===== config.mk =====
export PLATFORM = sky130hd
export DESIGN_NAME = priv_op_gate
export DESIGN_NICKNAME = d
export VERILOG_FILES = /design/src/rtl/priv_op_pkg.sv /design/src/rtl/priv_op_decide.sv /design/src/rtl/priv_op_halt_ctl.sv /design/src/rtl/priv_op_event_regs.sv /design/src/rtl/priv_op_gate.sv
export SDC_FILE = /design/constraint.sdc
export NUM_CORES = 1
export LEC_CHECK = 0
export BUFFER_PORTS_ARGS = -buffer_cell sky130_fd_sc_hd__buf_2
export CAP_MARGIN = 0
export CELL_PAD_IN_SITES_DETAIL_PLACEMENT = 1
export CELL_PAD_IN_SITES_GLOBAL_PLACEMENT = 1
export CORE_AREA = 5 5 42 44
export DETAILED_ROUTE_END_ITERATION = 12
export DIE_AREA = 0 0 47 49
export PLACE_DENSITY_LB_ADDON = 0.1
export SYNTH_ARGS = -nofsm -noshare
export SYNTH_HDL_FRONTEND = slang
export SYNTH_SLANG_ARGS = --single-unit

===== constraint.sdc =====
create_clock -name clk -period 1 [get_ports clk]
set_clock_uncertainty 0.15 [all_clocks]
set_input_delay 0.05 -clock clk [delete_from_list [all_inputs] [get_ports clk]]
set_output_delay 0.05 -clock clk [all_outputs]
set_load 0.01 [all_outputs]

===== src/rtl/priv_op_pkg.sv =====
package priv_op_pkg;
   typedef enum logic [1:0] {
      OPK_NONE  = 2'd0,
      OPK_WAIT  = 2'd1,
      OPK_FENCE = 2'd2,
      OPK_RSVD  = 2'd3
   } opk_e;

   typedef enum logic [1:0] {
      LVL_USER = 2'd0,
      LVL_SUP  = 2'd1,
      LVL_RSVD = 2'd2,
      LVL_MACH = 2'd3
   } lvl_e;

   typedef struct packed {
      logic halt;
      logic flush;
      logic trap;
   } verdict_t;
endpackage


===== src/rtl/priv_op_decide.sv =====
module priv_op_decide
   import priv_op_pkg::*;
(
   input  logic [1:0] op_kind,
   input  logic [1:0] cur_priv,
   input  logic       trap_wait,
   input  logic       trap_vm,
   input  logic       accept,
   output verdict_t   verdict
);
   logic is_wait;
   logic is_fence;
   verdict_t raw;

   assign is_wait  = (op_kind == OPK_WAIT);
   assign is_fence = (op_kind == OPK_FENCE);

   always_comb begin
      raw = '0;
      unique case (cur_priv)
         LVL_MACH: begin
            raw.halt  = is_wait;
            raw.flush = is_fence;
         end
         LVL_SUP: begin
            raw.halt  = is_wait && !trap_wait;
            raw.flush = is_fence && !trap_vm;
            raw.trap  = (is_wait && trap_wait) || (is_fence && trap_vm);
         end
         LVL_USER: begin
            raw.halt  = is_wait && !trap_wait;
            raw.trap  = (is_wait && trap_wait) || is_fence;
         end
         default: begin
            raw.trap  = is_wait || is_fence;
         end
      endcase
   end

   assign verdict = accept ? raw : '0;
endmodule


===== src/rtl/priv_op_halt_ctl.sv =====
module priv_op_halt_ctl (
   input  logic clk,
   input  logic rst_n,
   input  logic set_halt,
   input  logic wake,
   output logic halted
);
   always_ff @(posedge clk or negedge rst_n) begin
      if (!rst_n) begin
         halted <= 1'b0;
      end else if (halted) begin
         if (wake) halted <= 1'b0;
      end else if (set_halt) begin
         halted <= 1'b1;
      end
   end
endmodule


===== src/rtl/priv_op_event_regs.sv =====
module priv_op_event_regs #(
   parameter int CAUSE_W       = 4,
   parameter int ILLEGAL_CAUSE = 2,
   parameter bit HOLD_CAUSE_ZERO = 1'b1
) (
   input  logic               clk,
   input  logic               rst_n,
   input  logic               fire_flush,
   input  logic               fire_trap,
   output logic               flush_q,
   output logic               trap_q,
   output logic [CAUSE_W-1:0] cause_q
);
   localparam logic [CAUSE_W-1:0] CAUSE_VAL = CAUSE_W'(ILLEGAL_CAUSE);

   always_ff @(posedge clk or negedge rst_n) begin
      if (!rst_n) begin
         flush_q <= 1'b0;
         trap_q  <= 1'b0;
      end else begin
         flush_q <= fire_flush;
         trap_q  <= fire_trap;
      end
   end

   generate
      if (HOLD_CAUSE_ZERO) begin : g_gated_cause
         assign cause_q = trap_q ? CAUSE_VAL : '0;
      end else begin : g_const_cause
         assign cause_q = CAUSE_VAL;
      end
   endgenerate
endmodule


===== src/rtl/priv_op_gate.sv =====
module priv_op_gate
   import priv_op_pkg::*;
#(
   parameter int CAUSE_W       = 4,
   parameter int ILLEGAL_CAUSE = 2
) (
   input  logic               clk,
   input  logic               rst_n,
   input  logic [1:0]         op_kind,
   input  logic [1:0]         cur_priv,
   input  logic               trap_wait,
   input  logic               trap_vm,
   input  logic               wake,
   output logic               halt_req,
   output logic               flush_pulse,
   output logic               illegal_valid,
   output logic [CAUSE_W-1:0] illegal_cause
);
   generate
      if (CAUSE_W < 2 || ILLEGAL_CAUSE < 0 || ILLEGAL_CAUSE >= (1 << CAUSE_W)) begin : g_bad_param
         $error("priv_op_gate: ILLEGAL_CAUSE does not fit in CAUSE_W bits");
      end
   endgenerate

   verdict_t verdict;
   logic     accept;

   assign accept = !halt_req;

   priv_op_decide u_decide (
      .op_kind   (op_kind),
      .cur_priv  (cur_priv),
      .trap_wait (trap_wait),
      .trap_vm   (trap_vm),
      .accept    (accept),
      .verdict   (verdict)
   );

   priv_op_halt_ctl u_halt (
      .clk      (clk),
      .rst_n    (rst_n),
      .set_halt (verdict.halt),
      .wake     (wake),
      .halted   (halt_req)
   );

   priv_op_event_regs #(
      .CAUSE_W         (CAUSE_W),
      .ILLEGAL_CAUSE   (ILLEGAL_CAUSE),
      .HOLD_CAUSE_ZERO (1'b1)
   ) u_events (
      .clk        (clk),
      .rst_n      (rst_n),
      .fire_flush (verdict.flush),
      .fire_trap  (verdict.trap),
      .flush_q    (flush_pulse),
      .trap_q     (illegal_valid),
      .cause_q    (illegal_cause)
   );
endmodule


Word level (Yosys, flattened, before mapping) --
Cells that the tools add are included. W data, S select, Z words.
Cells by class: add/subtract/negate cells 0, $mul 0, divide/modulo/power cells 0, magnitude comparators 0, equal/unequal tests 4, shifts and indexed selects 0, muxes and demuxes 8, bitwise gates (word level) 0, reduce and logical (&&, ||, !) cells 11
Operators by type and width (number):
- $eq A2 B1 Y1 const B | 2
- $eq A2 B2 Y1 const B | 2
- $logic_and A1 B1 Y1 | 4
- $pmux W1 S2 | 2
- $logic_or A1 B1 Y1 | 3
- $mux W1 | 3
- $mux W3 | 1
- $pmux W1 S3 | 1
- $logic_not A1 Y1 | 2
- $logic_not A2 Y1 | 1
- $mux W2 | 1
- $reduce_or A2 Y1 | 1
Storage, ports and cells: bits in registers 3, latch bits 0, memory bits (writable) 0, ROM bits 0, output and inout port bits 7, logic and storage cells 26, memories kept 0

Depth between registers and ports, before layout --
Gate-level depths: netlist (run 1).
depth in word-level cells 7, depth in mapped cells 5, depth with buffers taken out 5

Modules after synthesis --
A second synthesis (run 1) with hierarchy kept.
Unflattened totals: cell total of the unflattened synthesis 28, area total of the unflattened synthesis 242.7 um^2
By module, submodules not included:
- priv_op_decide | times used 1, cells each 17, area each 116.4 um^2
- priv_op_event_regs | times used 1, cells each 7, area each 83.8 um^2
- priv_op_halt_ctl | times used 1, cells each 3, area each 38.8 um^2
- priv_op_gate | times used 1, cells each 1, area each 3.8 um^2

Least setup slack after synthesis (run 1) --
No wires, ideal clock.
path type register to register, from register u_halt.halted, to register u_halt.halted, setup time 129 ps, arrival 728 ps, setup slack -7 ps, stages on the path, launching flop included 3, buffers on the path 0, clock period less this slack 1007 ps, cells stage by stage dfrtp_1 > a311oi_1 > a21oi_1
On the way: cells in the longest elaborated chain, start to end 3
RTL lines:
- start: declaration | RTL line priv_op_halt_ctl.sv:6 | output logic halted
- start signal: assignment | RTL line priv_op_halt_ctl.sv:10 | halted <= 1'b0;
- start signal: assignment | RTL line priv_op_halt_ctl.sv:12 | if (wake) halted <= 1'b0;
- start signal: assignment | RTL line priv_op_halt_ctl.sv:14 | halted <= 1'b1;
- $mux W3 | RTL line priv_op_decide.sv:40 | assign verdict = accept ? raw : '0;
- $mux W1 | RTL line priv_op_halt_ctl.sv:13 | end else if (set_halt) begin
- $mux W1 (*) | RTL line priv_op_halt_ctl.sv:11 | end else if (halted) begin
Every way passes the cells marked *; elsewhere a longest branch is shown, timed or not.

Worst setup path after layout (run 1) --
from register u_halt.halted, to output port halt_req
RTL lines:
- end: declaration | RTL line priv_op_gate.sv:14 | output logic halt_req,
No word-level cell between the ends.

==> impl_metrics.toml, run 1 <==
[worst_setup_path]
end_kind = "output pin"
cp_data_arrival_time_ns = 0.78
startpoint_type = "flip-flop"
worst_path_required_time_ns = 0.80
timing.critical_path.max_delay_family = "flip-flops"
worstPathCellList = "buf_6"
crit_type = "reg2out"
worstReg2RegStart = "u_halt.halted"
crit_path_max_fanout = 4
critical_path_buf_inv_count = 1
timing.rr.end = "u_events.flush_q"
setup.reg_to_reg.worst_slack_ns = 0.04
critical_path.slowest_cell = "dfrtp_2"
cp_slowest_stage_delay_ns = 0.42
worst_r2r_path_depth = 2

[hold_path]
hp-class = "in2reg"
hold_depth = 3
hold_path_end = "u_events.trap_q"
hold_path_startpoint = "cur_priv[0]"

[pwr]
cellLeakagePower_nw = 0.205
power.switching_fraction_pct = 29.8
cell_internal_pwr_mw = 0.435
power.clock.fraction_pct = 33.4
power_per_cell_area_nw_per_um2 = 1550
share_of_total_power_in_sequential_cells_pct = 30.4
total_power_after_layout_mw = 0.620
vdd_drop_max_mv = 0.434
switching_power_total_mw = 0.184
pwr-share-comb_pct = 36.2

[grt]
grt_pass1_wl_um = 972
grt_antenna_before_repair = 0
grt_max_degree = 8
grt_overflow_total = 0
grt_pass1_vias = 248
grtUsageTotal_pct = 6.40

[die]
core_region_area_um2 = 1400
floorplan.die_area_um2 = 2300
fp-row-count = 14
pin_count = 16
start_util_pct = 17.3
die_y_um = 49
die_w_um = 47

[placement]
hpwlAfterDp_um = 541
routabilityCongestion = 0.622
post_dp_cell_area_um2 = 317
buffer_ports.inserted = 12

[timing]
finalCriticalPeriod_ns = 0.983
fmaxAchievable_ghz = 1.02
min_period_over_period_pct = 98.3
rsz0062_at_grt = "true"
hold-worst-slack_ns = -0.00269
final_max_tran_viols = 0
finalSetupViolCount = 0
hold_viol = 1

[final_layout]
final_core_util_pct = 28.6
final_area_um2 = 400
synthToLayoutAreaGrowth_pct = 64.9
count_of_inserted_antenna_diode_cells = 0
filler_cell_count = 175
drive_above_1_share_pct = 48.9
fin_nets = 59

[detailed_routing]
detailroute.via_count = 247
wl_um = 615
wl_cell_um = 10.1
length_of_routed_met3_wiring_um = 44
violation_count_after_the_first_detailed_routing_iteration = 2
avgViaCountPerCell = 4.05
drc_errors = 0
dr_wl_met2_um = 331
dr.max_layer_used = "met4"
routedLengthMet1_um = 219
dr.pass1.iters = 2
antenna_violating_nets_post_route = 0

[yosys]
yosys.area.top_type = "dfrtp_1"
synth_top_cells_by_area = "dfrtp_1, ha_1, buf_4, nor3b_1, a211o_1"
synth_flop_cell = "dfrtp_1"
total_of_flip_flops_plus_latches_after_synthesis = 3
synth_cell_types = 14
syn-cell-area_um2 = 243
synth_warnings = 0
netlist_instances = 25
synth_enable_flop_cells = 0
yosysSeqAreaShare_pct = 30.9
async_set_or_reset_flop_fraction_in_the_synthesized_netlist_pct = 100
syn_area_cell_um2 = 9.71
yosysTopAreaCellShare_pct = 30.9
netlist_top_cells_count = "buf_4, ha_1, dfrtp_1"

[cts]
clock_tree_from_tritoncts = "done"
max-clock-path-buffers = 2
cts_inserted_buffers = 3
cts.sink_count = 3
clock_latency_ns = 0.23
clk_transition_reported_paths_ns = 0.04
htreeDepth = 1
clock-root-buffer = "clkbuf_4"

[run_status]
violations_in_the_final_reports = "negative hold slack"
run_status = "finished, violations left"

[run]
cap_violations = 0
==> placed cells by master (no fill, tap or decap), drive strengths merged <==
master and count:
a211o 1, a21oi 2, a22oi 1, a311oi 1, a32oi 1, buf 14
clkbuf 4, conb 3, dfrtp 3, dlygate4sd3 4, ha 4, inv 2
nor2 2, nor3b 2, or2 1
==> logic make-up (layout without fill, tap and decap cells) <==
kind of cell	Yosys count	count (layout)	synth area share, %
AO/OA/AOI/OAI	6	6	19.6
other	1	3	1.54
flip-flops	3	3	30.9
buffers and inverters	6	24	15.5
AND/OR/NAND/NOR	5	5	11.9
adder cells (fa/ha/maj)	4	4	20.6
==> worst max path at each step <==
stage	startpoint	endpoint	slack, ns	cells past startpoint
2_1_floorplan	u_halt.halted	u_halt.halted	0.002	2
3_3_place_gp	op_kind[0]	u_events.trap_q	-0.17	5
3_5_place_dp	op_kind[0]	u_events.trap_q	-0.16	5
4_1_cts	u_halt.halted	halt_req	-0.01	1
5_1_grt	u_halt.halted	halt_req	-0.02	1
6_report	u_halt.halted	halt_req	0.02	1
==> final cells by class <==
class | instances | area [um2] | share of cell area [%]
Clock buffer | 4 | 26.3 | 6.56
Inverter | 2 | 7.51 | 1.88
Multi-Input combinational cell | 18 | 149 | 37.2
Sequential cell | 3 | 76.3 | 19.1
Tap cell | 16 | 20.0 | 5.00
Timing Repair Buffer | 18 | 121 | 30.3
==> stage by stage <==
stage	std cells	hold WS (ns)	setup TNS [ns]	setup slack [ns]
5_1_grt	61	0.00852	-0.0235	-0.0235
2_1_floorplan	27	-0.396	0	0.00229
4_1_cts	60	-0.0261	-0.00983	-0.00983
3_3_place_gp	53	-0.305	-0.293	-0.174
3_5_place_dp	53	-0.297	-0.302	-0.163
6_report	61	-0.00269	0	0.0173
==> state kept, by name, indices dropped and copies added (netlist names) <==
| signal | flops |
|---|---|
| u_events.flush_q | 1 |
| u_halt.halted | 1 |
| u_events.trap_q | 1 |
==> routing by layer <==
metal  GRT usage [%]  vias up
li1                -      120
met1            6.35      115
met2            9.05       10
met3            1.48        2
met4            8.29        0
met5               0        -
==> what timing repair did <==
action	4_1_cts	5_1_grt
pin swaps	1	0
endpoints found under the setup margin	2	1
setup buffers	0	0
gates resized for setup	3	0
hold buffers	3	1
endpoints found under the hold margin	6	1
==> power by group through the flow <==
stage                     clock (mW)  combinational, mW  sequential, mW
final                          0.207              0.225           0.188
after global routing           0.239              0.247           0.195
after CTS                      0.229              0.226           0.192
after detailed placement           0              0.184           0.187
after global placement             0              0.185           0.182
after floorplan                    0             0.0767           0.201
==> worst reg2reg max path, stage by stage, from the launching register on <==
cell and delay [ns]:
dfrtp_2 0.42, buf_4 0.15, nor3b_2 0.16
Note: power is estimated with default switching activity, not from simulation.
==> run 2, diff against run 1 <==
--- a/config.mk
+++ b/config.mk
@@ -7,12 +7,9 @@
 export LEC_CHECK = 0
 export BUFFER_PORTS_ARGS = -buffer_cell sky130_fd_sc_hd__buf_2
 export CAP_MARGIN = 0
-export CELL_PAD_IN_SITES_DETAIL_PLACEMENT = 1
-export CELL_PAD_IN_SITES_GLOBAL_PLACEMENT = 1
 export CORE_AREA = 5 5 42 44
 export DETAILED_ROUTE_END_ITERATION = 12
 export DIE_AREA = 0 0 47 49
-export PLACE_DENSITY_LB_ADDON = 0.1
 export SYNTH_ARGS = -nofsm -noshare
 export SYNTH_HDL_FRONTEND = slang
 export SYNTH_SLANG_ARGS = --single-unit
==> impl_metrics.toml, run 2 (same netlist as run 1, synthesis figures left out) <==
[grt]
grt_antenna_before_repair = 0
grtUsageTotal_pct = 6.07
grt_pass1_wl_um = 945
grt_overflow_total = 0
grt_pass1_vias = 252
grt_max_degree = 8

[detailed_routing]
dr.pass1.iters = 1
wl_cell_um = 9.16
antenna_violating_nets_post_route = 0
drc_errors = 0
detailroute.via_count = 240
violation_count_after_the_first_detailed_routing_iteration = 0
avgViaCountPerCell = 3.93
wl_um = 559

[die]
start_util_pct = 17.3
pin_count = 16
floorplan.die_area_um2 = 2300
core_region_area_um2 = 1400
fp-row-count = 14
die_y_um = 49
die_w_um = 47

[timing]
rsz0062_at_grt = "true"
finalSetupViolCount = 1
final_max_tran_viols = 0
min_period_over_period_pct = 106
fmaxAchievable_ghz = 0.940
final_critical_path_setup_slack_ns = -0.0637
hold-worst-slack_ns = -0.00801
hold_viol = 1
finalCriticalPeriod_ns = 1.06

[final_layout]
multi_input_gate_area_in_the_final_layout_um2 = 138
drive_above_1_share_pct = 44.4
filler_cell_count = 158
synthToLayoutAreaGrowth_pct = 61.9
final_area_um2 = 393
final_core_util_pct = 28.0
count_of_inserted_antenna_diode_cells = 0
leading_cell_types_in_the_layout_fill_and_taps_excluded = "buf_2, ha_1, dlygate4sd3_1"
mostFrequentLayoutCell = "buf_2"
top_regs = "u_events.flush_q x1, u_events.trap_q x1, u_halt.halted x1"
post_layout_nonfiller_instances = 61
layout.area.seq_um2 = 76.3
fin_nets = 59

[worst_setup_path]
setup.reg_to_reg.worst_slack_ns = 0.03
worstPathCellList = "buf_6, buf_6"
crit_path_max_fanout = 4
worst_r2r_path_depth = 2
timing.rr.end = "u_halt.halted"
critical_path.endpoint = "halt_req"
timing.critical_path.mode_cell = "buf_6"
worstReg2RegStart = "u_halt.halted"
critical_path.slowest_cell = "dfrtp_2"
worst_path_required_time_ns = 0.80
cp_data_arrival_time_ns = 0.86
crit_type = "reg2out"
crit_path_start = "u_halt.halted"
end_kind = "output pin"
startpoint_type = "flip-flop"
cp_slowest_stage_delay_ns = 0.40

[placement]
place_inst = 53
buffer_ports.inserted = 12
routabilityCongestion = 0.729
post_dp_cell_area_um2 = 317

[cts]
postCtsSetupRepairBufs = 0
max-clock-path-buffers = 2
clock-root-buffer = "clkbuf_4"
cts.sink_count = 3
clock_latency_ns = 0.23
htreeDepth = 1
clock_tree_from_tritoncts = "done"
cts_inserted_buffers = 3
clk_transition_reported_paths_ns = 0.04

[pwr]
vdd_drop_max_mv = 0.365
switching_power_total_mw = 0.181
share_of_total_power_in_sequential_cells_pct = 27.7
power_per_cell_area_nw_per_um2 = 1580
cellLeakagePower_nw = 0.203
power.clock.fraction_pct = 33.9
total_power_after_layout_mw = 0.623
cell_internal_pwr_mw = 0.442
power.switching_fraction_pct = 29.1
pwr-share-comb_pct = 38.4

[hold_path]
hp-class = "in2reg"
hold_depth = 3

[run]
cap_violations = 0

[run_status]
violations_in_the_final_reports = "negative hold slack, negative setup slack"
run_status = "finished, violations left"
## run 2: cell types whose count changed in the layout (fill, tap and decap cells not counted)
cell | previous run | this run
a311oi_2 | 1 | 0
a311oi_1 | 0 | 1
nor3b_2 | 1 | 0
buf_4 | 2 | 1
buf_6 | 1 | 2
nor3b_1 | 1 | 2
## run 2: layout make-up
type / instances / share of cell area (%)
tap: 16 / 5.10
timing repair buffer: 18 / 31.8
clock buffer: 4 / 6.69
inverter: 2 / 1.91
sequential: 3 / 19.4
multi-input combinational: 18 / 35.0
## run 2: worst min path at each step
stage	slack [ns]	end	startpoint
3_5_place_dp	-0.30	u_events.trap_q	rst_n
3_3_place_gp	-0.30	u_events.flush_q	rst_n
6_report	-0.008	u_events.trap_q	cur_priv[0]
2_1_floorplan	-0.40	u_events.flush_q	rst_n
4_1_cts	-0.04	u_events.flush_q	cur_priv[0]
5_1_grt	0.02	u_events.trap_q	cur_priv[0]
## run 2: through the flow
stage,setup TNS (ns),setup slack [ns],hold slack [ns]
after floorplan,0,0.00229,-0.396
final,-0.0637,-0.0637,-0.00801
after global routing,-0.174,-0.109,0.0220
after detailed placement,-0.242,-0.157,-0.302
after global placement,-0.243,-0.150,-0.304
after CTS,-0.0802,-0.0802,-0.0440
## run 2: repair_timing
item	4_1_cts	5_1_grt
hold buffers	3	1
resized for setup	2	0
setup endpoints to repair	1	3
endpoints found under the hold margin	6	1
## run 2: critical path, delay by kind of cell, from the launching register on
| family | cells | cell delay, ns |
|---|---|---|
| buffers and inverters | 2 | 0.24 |
| flip-flops | 1 | 0.40 |
## run 2: power by group through the flow
stage	combinational, mW	sequential, mW	clock (mW)
floorplan	0.0767	0.201	0
global placement	0.191	0.171	0
detailed placement	0.193	0.171	0
CTS	0.240	0.174	0.227
global route	0.264	0.176	0.251
finish	0.239	0.172	0.211
## run 2: routing by layer
layer | vias up | share of wire [%] | global-route usage, %
met5 | - | 0 | 0
met3 | 4 | 15 | 4.06
met2 | 16 | 37 | 7.47
li1 | 120 | - | -
met4 | 0 | 3.9 | 5.53
met1 | 100 | 44 | 6.65
==> run 3, diff against run 2 <==
==> constraint.sdc (replaced) <==
create_clock -name clk -period 1.4 [get_ports clk]
set_clock_uncertainty 0.15 [all_clocks]
set_input_delay 0.07 -clock clk [delete_from_list [all_inputs] [get_ports clk]]
set_output_delay 0.07 -clock clk [all_outputs]
set_load 0.01 [all_outputs]
==> impl_metrics.toml, run 3 (same netlist as run 1, synthesis figures left out) <==
[run_status]
run_status = "finished, final reports clean"

[grt]
grt_overflow_total = 0
grt_max_degree = 8
grt_pass1_wl_um = 821
grtUsageTotal_pct = 4.93
grt_pass1_vias = 227
grt_antenna_before_repair = 0

[worst_setup_path]
worstPathCellList = "dlygate4sd3_1, buf_2, a32oi_1, or2_2, a21oi_2"
worst_path_required_time_ns = 1.41
cp_data_arrival_time_ns = 1.22
critical_path.slowest_cell = "dlygate4sd3_1"
worstReg2RegStart = "u_halt.halted"
end_kind = "flip-flop"
worst_r2r_path_depth = 2
cp_slowest_stage_delay_ns = 0.53
setup.reg_to_reg.worst_slack_ns = 0.36
startpoint_type = "input port"
critical_path_buf_inv_count = 2
crit_path_max_fanout = 4
timing.rr.end = "u_halt.halted"
crit_type = "in2reg"
timing.critical_path.max_delay_family = "buffers and inverters"

[pwr]
share_of_total_power_in_sequential_cells_pct = 33.7
pwr-share-comb_pct = 27.8
cellLeakagePower_nw = 0.187
power.switching_fraction_pct = 31.1
power.clock.fraction_pct = 38.5
total_power_after_layout_mw = 0.390
cell_internal_pwr_mw = 0.268
switching_power_total_mw = 0.121
vdd_drop_max_mv = 0.134
power_per_cell_area_nw_per_um2 = 1090

[timing]
finalSetupViolCount = 0
final.setup.tns_ns = 0
finalCriticalPeriod_ns = 1.21
rsz0062_at_grt = "false"
hold_viol = 0
fmaxAchievable_ghz = 0.829
min_period_over_period_pct = 86.1
final_max_tran_viols = 0

[die]
start_util_pct = 17.3
die_w_um = 47
die_y_um = 49
core_region_area_um2 = 1400
pin_count = 16
floorplan.die_area_um2 = 2300
fp-row-count = 14

[placement]
routabilityCongestion = 0.693
post_dp_cell_area_um2 = 300
hpwlAfterDp_um = 454
buffer_ports.inserted = 12

[final_layout]
drive_above_1_share_pct = 40.5
fin_nets = 56
leading_cell_types_in_the_layout_fill_and_taps_excluded = "buf_2, ha_1"
final_area_um2 = 357
synthToLayoutAreaGrowth_pct = 46.9
mostFrequentLayoutCell = "buf_2"
count_of_inserted_antenna_diode_cells = 0
final_core_util_pct = 25.4
filler_cell_count = 161
top_regs = "u_events.flush_q x1, u_events.trap_q x1, u_halt.halted x1"

[cts]
max-clock-path-buffers = 2
cts.sink_count = 3
clock-root-buffer = "clkbuf_4"
clock_tree_from_tritoncts = "done"
clock_latency_ns = 0.23
clk_transition_reported_paths_ns = 0.04
cts_inserted_buffers = 3
postCtsSetupRepairBufs = 0
cts_resizes = 0
htreeDepth = 1

[detailed_routing]
dr.max_layer_used = "met3"
length_of_routed_met3_wiring_um = 95
violation_count_after_the_first_detailed_routing_iteration = 4
dr.pass1.iters = 4
antenna_violating_nets_post_route = 0
routedLengthMet1_um = 201
drc_errors = 0
detailroute.via_count = 233
wl_um = 548
avgViaCountPerCell = 4.02
dr_wl_met2_um = 251
wl_cell_um = 9.45

[hold_path]
hp-class = "in2async"

[run]
cap_violations = 0
run 3: power groups by stage:
stage                     Combinational (mW)  Clock [mW]  Sequential, mW
final                                  0.108       0.150           0.131
after floorplan                       0.0547           0           0.140
after global placement                 0.101           0           0.132
after global routing                   0.124       0.164           0.135
after CTS                              0.110       0.158           0.131
after detailed placement               0.103           0           0.132
run 3: per-stage QoR:
step	setup slack, ns	std cells	hold WS, ns
floorplan	0.386	27	-0.376
global placement	0.229	51	-0.284
detailed placement	0.215	51	-0.279
CTS	0.206	58	0.00884
global route	0.172	58	0.0314
finish	0.194	58	0.0164
run 3: area by class of cell:
class | count | area, um2 | area share [%]
Clock buffer | 4 | 26.3 | 7.37
Inverter | 2 | 7.51 | 2.11
Multi-Input combinational cell | 18 | 138 | 38.6
Sequential cell | 3 | 75.1 | 21.1
Tap cell | 16 | 20.0 | 5.61
Timing Repair Buffer | 15 | 90.1 | 25.3
run 3: layer usage:
metal,track usage (%),up-vias
li1,-,114
met1,5.48,103
met2,7.24,16
met3,1.48,0
met4,4.15,0
met5,0,-
run 3: what timing repair did:
item / CTS / global route
hold endpoints to repair: 6 / 0
setup endpoints to repair: 0 / 0
hold buffers: 3 / 0
run 3: worst max path at each step:
stage | start | to | slack, ns | depth (start not counted)
2_1_floorplan | op_kind[0] | u_events.trap_q | 0.39 | 4
3_3_place_gp | op_kind[0] | u_events.trap_q | 0.23 | 5
3_5_place_dp | op_kind[0] | u_events.trap_q | 0.22 | 5
4_1_cts | cur_priv[0] | u_events.trap_q | 0.21 | 5
5_1_grt | cur_priv[0] | u_events.trap_q | 0.17 | 5
6_report | cur_priv[0] | u_events.trap_q | 0.19 | 5
